## src/rtl/sdma_pkg.sv

```systemverilog
package sdma_pkg;
  localparam int SLOT_BITS = 32;

  typedef enum logic [1:0] {
    WID_16  = 2'd0,
    WID_24  = 2'd1,
    WID_32  = 2'd2,
    WID_32B = 2'd3
  } wid_e;

  localparam logic [2:0] RI_CTRL = 3'd0;
  localparam logic [2:0] RI_SRC  = 3'd1;
  localparam logic [2:0] RI_DST  = 3'd2;
  localparam logic [2:0] RI_LEN  = 3'd3;
  localparam logic [2:0] RI_STAT = 3'd4;

  typedef struct packed {
    logic        last;
    logic [31:0] data;
  } fifo_ent_t;

  function automatic logic [5:0] wid_bits(wid_e w);
    case (w)
      WID_16:  return 6'd16;
      WID_24:  return 6'd24;
      default: return 6'd32;
    endcase
  endfunction
endpackage

```

## src/rtl/sdma_regs.sv

```systemverilog
module sdma_regs
  import sdma_pkg::*;
#(
  parameter int ADDR_W = 32,
  parameter int LEN_W  = 16
) (
  input  logic              clk,
  input  logic              rst_n,
  input  logic              we,
  input  logic [2:0]        addr,
  input  logic [31:0]       wdata,
  output logic [31:0]       rdata,
  input  logic              done_evt,
  input  logic              underrun_evt,
  output logic              enable,
  output logic              rjust,
  output wid_e              wid,
  output logic [ADDR_W-1:0] src,
  output logic [LEN_W-1:0]  len,
  output logic              irq
);
  logic [ADDR_W-1:0] dst_q;
  logic pend_q, ovr_q, und_q;
  logic [2:0] clr;

  assign clr = (we && addr == RI_STAT) ? wdata[2:0] : 3'b000;
  assign irq = pend_q;

  always_ff @(posedge clk or negedge rst_n) begin
    if (!rst_n) begin
      enable <= 1'b0;
      rjust  <= 1'b0;
      wid    <= WID_16;
      src    <= '0;
      dst_q  <= '0;
      len    <= '0;
      pend_q <= 1'b0;
      ovr_q  <= 1'b0;
      und_q  <= 1'b0;
    end else begin
      if (we) begin
        case (addr)
          RI_CTRL: begin
            enable <= wdata[0];
            rjust  <= wdata[1];
            wid    <= wid_e'(wdata[3:2]);
          end
          RI_SRC:  src   <= wdata[ADDR_W-1:0];
          RI_DST:  dst_q <= wdata[ADDR_W-1:0];
          RI_LEN:  len   <= wdata[LEN_W-1:0];
          default: ;
        endcase
      end
      if (done_evt)    pend_q <= 1'b1;
      else if (clr[0]) pend_q <= 1'b0;
      if (done_evt && pend_q && !clr[0]) ovr_q <= 1'b1;
      else if (clr[1])                   ovr_q <= 1'b0;
      if (underrun_evt) und_q <= 1'b1;
      else if (clr[2])  und_q <= 1'b0;
    end
  end

  always_comb begin
    case (addr)
      RI_CTRL: rdata = {28'd0, wid, rjust, enable};
      RI_SRC:  rdata = 32'(src);
      RI_DST:  rdata = 32'(dst_q);
      RI_LEN:  rdata = 32'(len);
      RI_STAT: rdata = {29'd0, und_q, ovr_q, pend_q};
      default: rdata = 32'd0;
    endcase
  end

  AST_IRQ_STICKY: assert property (@(posedge clk) disable iff (!rst_n) pend_q && !clr[0] |=> pend_q);
  AST_OVERRUN_SET: assert property (@(posedge clk) disable iff (!rst_n) done_evt && pend_q && !clr[0] |=> ovr_q);
  AST_UNDERRUN_SET: assert property (@(posedge clk) disable iff (!rst_n) underrun_evt |=> und_q);
endmodule

```

## src/rtl/sdma_fifo.sv

```systemverilog
module sdma_fifo #(
  parameter int WIDTH = 33,
  parameter int DEPTH = 4,
  parameter int CNT_W = $clog2(DEPTH + 1)
) (
  input  logic             clk,
  input  logic             rst_n,
  input  logic             flush,
  input  logic             push,
  input  logic [WIDTH-1:0] din,
  input  logic             pop,
  output logic [WIDTH-1:0] dout,
  output logic [CNT_W-1:0] count
);
  localparam int PW = (DEPTH > 1) ? $clog2(DEPTH) : 1;

  logic [WIDTH-1:0] mem [DEPTH];
  logic [PW-1:0] wp, rp;

  function automatic logic [PW-1:0] nxt(logic [PW-1:0] p);
    return (p == PW'(DEPTH - 1)) ? '0 : p + 1'b1;
  endfunction

  always_ff @(posedge clk) begin
    if (push) mem[wp] <= din;
  end

  always_ff @(posedge clk or negedge rst_n) begin
    if (!rst_n) begin
      wp    <= '0;
      rp    <= '0;
      count <= '0;
    end else if (flush) begin
      wp    <= '0;
      rp    <= '0;
      count <= '0;
    end else begin
      if (push) wp <= nxt(wp);
      if (pop)  rp <= nxt(rp);
      count <= count + CNT_W'(push) - CNT_W'(pop);
    end
  end

  assign dout = mem[rp];

  AST_NO_OVERFLOW: assert property (@(posedge clk) disable iff (!rst_n) push && !pop |-> count < CNT_W'(DEPTH));
  AST_NO_EMPTY_POP: assert property (@(posedge clk) disable iff (!rst_n) pop |-> count != '0);
endmodule

```

## src/rtl/sdma_fetch.sv

```systemverilog
module sdma_fetch
  import sdma_pkg::*;
#(
  parameter int ADDR_W = 32,
  parameter int LEN_W  = 16,
  parameter int DEPTH  = 4,
  parameter int CNT_W  = $clog2(DEPTH + 1)
) (
  input  logic              clk,
  input  logic              rst_n,
  input  logic              enable,
  input  logic [ADDR_W-1:0] src,
  input  logic [LEN_W-1:0]  len,
  input  logic [CNT_W-1:0]  fifo_cnt,
  output logic              req_valid,
  input  logic              req_ready,
  output logic [ADDR_W-1:0] req_addr,
  input  logic              rsp_valid,
  input  logic [31:0]       rsp_data,
  output logic              push,
  output fifo_ent_t         push_ent
);
  logic              busy_q, last_q, is_last;
  logic [LEN_W-1:0]  idx_q;
  logic [ADDR_W-1:0] addr_q;

  assign is_last   = ({1'b0, idx_q} + 1'b1) >= {1'b0, len};
  assign req_valid = enable && !busy_q && (fifo_cnt < CNT_W'(DEPTH));
  assign req_addr  = addr_q;
  assign push      = rsp_valid && busy_q && enable;
  assign push_ent  = '{last: last_q, data: rsp_data};

  always_ff @(posedge clk or negedge rst_n) begin
    if (!rst_n) begin
      busy_q <= 1'b0;
      last_q <= 1'b0;
      idx_q  <= '0;
      addr_q <= '0;
    end else begin
      if (rsp_valid) busy_q <= 1'b0;
      if (!enable) begin
        idx_q  <= '0;
        addr_q <= src;
      end else if (req_valid && req_ready) begin
        busy_q <= 1'b1;
        last_q <= is_last;
        if (is_last) begin
          idx_q  <= '0;
          addr_q <= src;
        end else begin
          idx_q  <= idx_q + 1'b1;
          addr_q <= addr_q + ADDR_W'(4);
        end
      end
    end
  end

  AST_REQ_HOLD: assert property (@(posedge clk) disable iff (!rst_n) req_valid && !req_ready |=> !enable || (req_valid && $stable(req_addr)));
  AST_IDLE_NO_REQ: assert property (@(posedge clk) disable iff (!rst_n) !enable |-> !req_valid);
endmodule

```

## src/rtl/sdma_serial.sv

```systemverilog
module sdma_serial
  import sdma_pkg::*;
#(
  parameter int SCK_DIV = 2,
  parameter int DEPTH   = 4,
  parameter int CNT_W   = $clog2(DEPTH + 1)
) (
  input  logic             clk,
  input  logic             rst_n,
  input  logic             enable,
  input  logic             rjust,
  input  wid_e             wid,
  input  logic [CNT_W-1:0] fifo_cnt,
  input  fifo_ent_t        fifo_dout,
  output logic             pop,
  output logic             done_evt,
  output logic             underrun_evt,
  output logic             sck,
  output logic             ws,
  output logic             sdo
);
  localparam int DW = (SCK_DIV > 1) ? $clog2(SCK_DIV) : 1;

  logic          run_q, sck_q;
  logic [DW-1:0] div_q;
  logic [5:0]    slot_q;
  logic [31:0]   cur_q;
  logic          start, fall, load, empty, bit_v;
  logic [5:0]    wb, b, k;

  assign empty        = (fifo_cnt == '0);
  assign start        = enable && !run_q && (fifo_cnt == CNT_W'(DEPTH));
  assign fall         = run_q && sck_q && (div_q == DW'(SCK_DIV - 1));
  assign load         = start || (fall && (slot_q[4:0] == 5'd31));
  assign pop          = load && !empty;
  assign done_evt     = pop && fifo_dout.last;
  assign underrun_evt = load && empty;

  always_ff @(posedge clk or negedge rst_n) begin
    if (!rst_n) begin
      run_q  <= 1'b0;
      sck_q  <= 1'b0;
      div_q  <= '0;
      slot_q <= '0;
      cur_q  <= '0;
    end else if (!enable) begin
      run_q  <= 1'b0;
      sck_q  <= 1'b0;
      div_q  <= '0;
      slot_q <= '0;
      cur_q  <= '0;
    end else begin
      if (start) begin
        run_q  <= 1'b1;
        sck_q  <= 1'b0;
        div_q  <= '0;
        slot_q <= '0;
      end else if (run_q) begin
        if (div_q == DW'(SCK_DIV - 1)) begin
          div_q <= '0;
          sck_q <= ~sck_q;
          if (sck_q) slot_q <= slot_q + 1'b1;
        end else begin
          div_q <= div_q + 1'b1;
        end
      end
      if (load) cur_q <= empty ? 32'd0 : fifo_dout.data;
    end
  end

  always_comb begin
    wb    = wid_bits(wid);
    b     = {1'b0, slot_q[4:0]};
    k     = '0;
    bit_v = 1'b0;
    if (!rjust) begin
      if (b < wb) begin
        k     = wb - 6'd1 - b;
        bit_v = cur_q[k[4:0]];
      end
    end else if (b >= 6'd32 - wb) begin
      bit_v = cur_q[5'd31 - slot_q[4:0]];
    end
  end

  assign sck = sck_q;
  assign ws  = run_q & slot_q[5];
  assign sdo = run_q & bit_v;

  AST_IDLE_PINS: assert property (@(posedge clk) disable iff (!rst_n) !enable |=> !sck && !ws && !sdo);
  AST_UNDERRUN_ZERO: assert property (@(posedge clk) disable iff (!rst_n) enable && underrun_evt |=> !sdo);
  AST_WS_AFTER_FALL: assert property (@(posedge clk) disable iff (!rst_n) $rose(ws) |-> !sck_q && $past(sck_q));
  AST_START_FULL: assert property (@(posedge clk) disable iff (!rst_n) $rose(run_q) |-> $past(fifo_cnt) == CNT_W'(DEPTH));
endmodule

```

## src/rtl/pcm_stream_dma.sv

```systemverilog
module pcm_stream_dma
  import sdma_pkg::*;
#(
  parameter int ADDR_W     = 32,
  parameter int LEN_W      = 16,
  parameter int FIFO_DEPTH = 4,
  parameter int SCK_DIV    = 2
) (
  input  logic              clk,
  input  logic              rst_n,
  input  logic              cfg_we,
  input  logic [2:0]        cfg_addr,
  input  logic [31:0]       cfg_wdata,
  output logic [31:0]       cfg_rdata,
  output logic              irq,
  output logic              mem_req_valid,
  input  logic              mem_req_ready,
  output logic [ADDR_W-1:0] mem_req_addr,
  input  logic              mem_rsp_valid,
  input  logic [31:0]       mem_rsp_data,
  output logic              sck,
  output logic              ws,
  output logic              sdo
);
  localparam int CNT_W = $clog2(FIFO_DEPTH + 1);
  localparam int ENT_W = $bits(fifo_ent_t);

  logic              enable, rjust, done_evt, underrun_evt, push, pop;
  wid_e              wid;
  logic [ADDR_W-1:0] src;
  logic [LEN_W-1:0]  len;
  logic [CNT_W-1:0]  fifo_cnt;
  fifo_ent_t         push_ent, fifo_dout;
  logic [ENT_W-1:0]  fifo_raw;

  assign fifo_dout = fifo_ent_t'(fifo_raw);

  sdma_regs #(.ADDR_W(ADDR_W), .LEN_W(LEN_W)) u_regs (
    .clk(clk), .rst_n(rst_n), .we(cfg_we), .addr(cfg_addr), .wdata(cfg_wdata),
    .rdata(cfg_rdata), .done_evt(done_evt), .underrun_evt(underrun_evt),
    .enable(enable), .rjust(rjust), .wid(wid), .src(src), .len(len), .irq(irq)
  );

  sdma_fetch #(.ADDR_W(ADDR_W), .LEN_W(LEN_W), .DEPTH(FIFO_DEPTH), .CNT_W(CNT_W)) u_fetch (
    .clk(clk), .rst_n(rst_n), .enable(enable), .src(src), .len(len),
    .fifo_cnt(fifo_cnt), .req_valid(mem_req_valid), .req_ready(mem_req_ready),
    .req_addr(mem_req_addr), .rsp_valid(mem_rsp_valid), .rsp_data(mem_rsp_data),
    .push(push), .push_ent(push_ent)
  );

  sdma_fifo #(.WIDTH(ENT_W), .DEPTH(FIFO_DEPTH), .CNT_W(CNT_W)) u_fifo (
    .clk(clk), .rst_n(rst_n), .flush(!enable), .push(push), .din(push_ent),
    .pop(pop), .dout(fifo_raw), .count(fifo_cnt)
  );

  sdma_serial #(.SCK_DIV(SCK_DIV), .DEPTH(FIFO_DEPTH), .CNT_W(CNT_W)) u_ser (
    .clk(clk), .rst_n(rst_n), .enable(enable), .rjust(rjust), .wid(wid),
    .fifo_cnt(fifo_cnt), .fifo_dout(fifo_dout), .pop(pop), .done_evt(done_evt),
    .underrun_evt(underrun_evt), .sck(sck), .ws(ws), .sdo(sdo)
  );
endmodule

```

## config.mk

```make
export PLATFORM = sky130hd
export DESIGN_NAME = pcm_stream_dma
export DESIGN_NICKNAME = d
export VERILOG_FILES = /design/src/rtl/sdma_pkg.sv /design/src/rtl/sdma_regs.sv /design/src/rtl/sdma_fifo.sv /design/src/rtl/sdma_fetch.sv /design/src/rtl/sdma_serial.sv /design/src/rtl/pcm_stream_dma.sv
export SDC_FILE = /design/constraint.sdc
export NUM_CORES = 1
export LEC_CHECK = 0
export ABC_AREA = 1
export BUFFER_PORTS_ARGS = -buffer_cell sky130_fd_sc_hd__buf_4
export CAP_MARGIN = 5
export CORE_ASPECT_RATIO = 0.8
export CORE_MARGIN = 8
export CORE_UTILIZATION = 47
export CTS_BUF_LIST = sky130_fd_sc_hd__clkbuf_4 sky130_fd_sc_hd__clkbuf_8
export CTS_CLUSTER_DIAMETER = 30
export DETAILED_ROUTE_END_ITERATION = 7
export PLACE_DENSITY = 0.77
export SLEW_MARGIN = 15
export SYNTH_ARGS = -nofsm -noshare
export SYNTH_HDL_FRONTEND = slang
export SYNTH_HIERARCHICAL = 1
export SYNTH_SLANG_ARGS = --single-unit
export TNS_END_PERCENT = 10
```

## constraint.sdc

```tcl
create_clock -name clk -period 2.7 [get_ports clk]
set_input_delay 0.135 -clock clk [delete_from_list [all_inputs] [get_ports clk]]
set_output_delay 0.135 -clock clk [all_outputs]
set_load 0.01 [all_outputs]
```

==> qor.txt <==
FP Rows - 62
worst hold margin - 0.1001 ns
H-tree depth - 3
vias in the first global route - 13,560
most frequent CP cell - nand2_1
Pleak - 10.03 nW
crit path cell chain - nand2_2 > nor2_4 > buf_4 > nand3_1 > xor2_1 > inv_1 > ha_4 > nand2_2 > nor2_1 > nand2_1 > inv_1 > nand2_1 > nand3_2 > nor2_4 > nand3_4 > clkinvlp_4 > buf_12 > nand2_1 > nand2_1 > nand2_1
worst min path class - input pin to flop
critical path class - flop to flop
largest fanout on the critical path - 5
Buffers & Inverters on Critical Path - 5
critical path required time - 3.16 ns
power density cells - 709.0 nW/um2
Vias/cell - 5.144
Die Ht - 184.9 um
# IOs - 141
fin. max-slew vios - 0
1st-pass router iterations - 5
setup TNS - -0.5007 ns
final worst path period share - 1.022
Reg2Reg Depth - 20
Yosys top cell area share - 0.2762
Final setup viols - 21
drt wl/cell - 16.40 um
Finished Cell Area - 20,870 um2
Starting Density - 0.4717
Remaining Overflow, GRT - 0
root buffer cell - clkbuf_8
Worst VDD drop - 0.5783 mV
Die W - 227.1 um
post-synthesis register bit count - 317
global-route wire length before repair - 69.79 mm
Synth area leader - dfrtp_1
CP endpoint kind - flop
CP max stage cell - dfrtp_1
sequential cell area fraction in the yosys report - 0.5128
post-placement cell count - 2,452
worst stage delay on the critical path - 0.42 ns
distinct cell type count after synthesis - 48
DP Area - 18,210 um2
top_reg_cell synth - dfrtp_1
number of synthesized flops with an enable pin - 132
DRC viols - 0
clk slew on worst S/H paths - 0.06 ns
Tot GR Track Use - 0.2055
largest net degree at the start of global routing - 82
relative slew slack - 0.3330
Crit path depth - 20
clk sinks - 317
Fin. Hold Viols - 0
Post-Layout Cell Count - 2,658
failing checks - negative setup slack
hold path depth - 5
CTS tree - done
Async SR Flop Fraction - 0.5836
Mapped Cells - 1,887
port bufs - 140
clock buffer depth - 3
Area Overhead vs Synth - 24.52%
initial antenna violation count - 1
CP arrival - 3.22 ns
family with the most delay on the worst path - simple AND/OR/NAND/NOR gates
fmax - 0.3625 GHz
share of layout cells above drive strength 1 - 0.2356
routed wire length - 43.60 mm
Pwr Total - 14.80 mW
die footprint - 41,990 um2
Ys Warns - 6
pre-CTS setup slack - -0.1226 ns
Initial DRC Count - 1,313
Synth area leaders - dfrtp_1 (28%), edfxtp_1 (24%), nand2_1 (13%)
Final Core Density - 0.5873
setup ws final - -0.05826 ns
RSZ-0062 raised after global routing - yes
CTS buffer count - 68
DP Wirelength - 29.34 mm
NumNets Final - 2,230
Worst R2R Setup Slack - -0.06 ns
via count - 13,670
Mapped Area - 16,760 um2
routability-driven placement congestion ratio - 0.9288
outcome - finished, violations left
DRT antenna net count - 0
Post-Syn Nets - 1,992
core area - 35,530 um2
worst slew pin tran - 1.001 ns
Max-Cap Viols - 0
worst skew pair latency - 0.58 ns
crit start category - flop
Synth Area per Inst - 8.881 um2
Tmin final - 2.758 ns
Setup Skew - 0.02799 ns
==> state kept, by name (all words and copies together) (netlist names), 2 cells and up <==
name              flops
u_fifo/mem          132
u_fetch/req_addr     32
u_regs/dst_q         32
u_regs/src           32
u_ser/cur_q          32
u_fetch/idx_q        16
u_regs/len           16
u_ser/slot_q          6
u_fifo/count          3
u_fifo/rp             2
u_fifo/wp             2
u_regs/wid            2
==> power breakdown <==
group          leakage (nW)  switching, mW  internal, mW
Combinational          5.63           1.62          1.13
Sequential             3.60          0.573          5.49
Clock                 0.804           2.22          3.75
==> worst paths after layout <==
kind | from | end
hold / removal | cfg_addr[0] | u_regs/irq$_DFFE_PN0P_
min in group asynchronous | rst_n | u_regs/src[10]$_DFFE_PN0P_
setup reg to reg | u_fetch/idx_q[6]$_DFFE_PN0P_ | u_fetch/req_addr[20]$_DFFE_PN0P_
hold reg to reg | u_regs/dst_q[28]$_DFFE_PN0P_ | u_regs/dst_q[28]$_DFFE_PN0P_
max in group asynchronous | rst_n | u_regs/src[28]$_DFFE_PN0P_
setup / recovery | u_fetch/idx_q[6]$_DFFE_PN0P_ | u_fetch/req_addr[20]$_DFFE_PN0P_
==> kinds of logic after synthesis <==
logic type / count (synthesis) / synth area share
AO/OA/AOI/OAI: 227 / 0.1025
XOR/XNOR: 33 / 0.01725
adder cells (fa/ha/maj): 33 / 0.02509
buffers and inverters: 388 / 0.1102
flip-flops: 317 / 0.5128
AND/OR/NAND/NOR: 889 / 0.2322
==> layout make-up <==
type	instances	area, um2
Multi-Input combinational cell	1182	6541
Clock buffer	87	1135
Inverter	273	1040
Clock inverter	35	466.7
Tap cell	480	600.6
Fill cell	2982	14660
Timing Repair Buffer	283	2484
Sequential cell	317	8598
Antenna cell	1	2.502
==> worst register-to-register path: cells and delay by family (launching register included) <==
family	cells	cell delay, ns
simple gates	13	1.22
flops	1	0.42
buf+inv	5	0.58
xor+xnor	1	0.21
fa+ha+maj	1	0.23
==> cells in the mapped netlist (13+ instances only) <==
master    count
buf_2        31
buf_4        50
buf_6        19
clkbuf_1     13
dfrtp_1     185
edfxtp_1    132
ha_1         32
inv_1       259
nand2_1     563
nand2_2      19
nand3_1     153
nand4_1      32
nor2_1       81
o211ai_1     19
o211ai_2     47
o21ai_0      54
o21ai_1      50
o21ai_2      39
xor2_1       25
==> what timing repair did <==
action	4_1_cts	5_1_grt
setup buffers	5	8
hold buffers	70	0
endpoints found under the hold margin	296	0
pin swaps	8	28
setup endpoints to repair	48	49
gates resized for setup	19	34
==> layer usage <==
metal / track usage / wire, um / vias to the layer above
li1: - / - / 6568
met1: 0.2882 / 19850 / 6525
met2: 0.3193 / 19720 / 506
met3: 0.03830 / 3112 / 74
met4: 0.06663 / 918 / 0
met5: 0 / 0 / -
==> layout by cell type, fill, tap and decap left out, types with 8 or more instances in the layout <==
| cell type | instances |
|---|---|
| edfxtp_1 | 132 |
| nand4_1 | 32 |
| buf_12 | 13 |
| clkinvlp_4 | 10 |
| inv_1 | 255 |
| buf_4 | 195 |
| bufinv_16 | 10 |
| nand3_2 | 8 |
| dlygate4sd3_1 | 70 |
| inv_2 | 9 |
| ha_1 | 27 |
| nand3_1 | 151 |
| nand2_1 | 555 |
| o21ai_1 | 54 |
| o211ai_1 | 19 |
| nand2_2 | 26 |
| xnor2_1 | 8 |
| clkbuf_4 | 10 |
| clkinv_2 | 12 |
| clkbuf_8 | 78 |
| o21ai_0 | 49 |
| a21oi_1 | 9 |
| nor2_1 | 78 |
| dfrtp_1 | 181 |
| o21ai_2 | 40 |
| xor2_1 | 21 |
| o211ai_2 | 47 |
No activity file was read; power rests on OpenSTA's default activity.
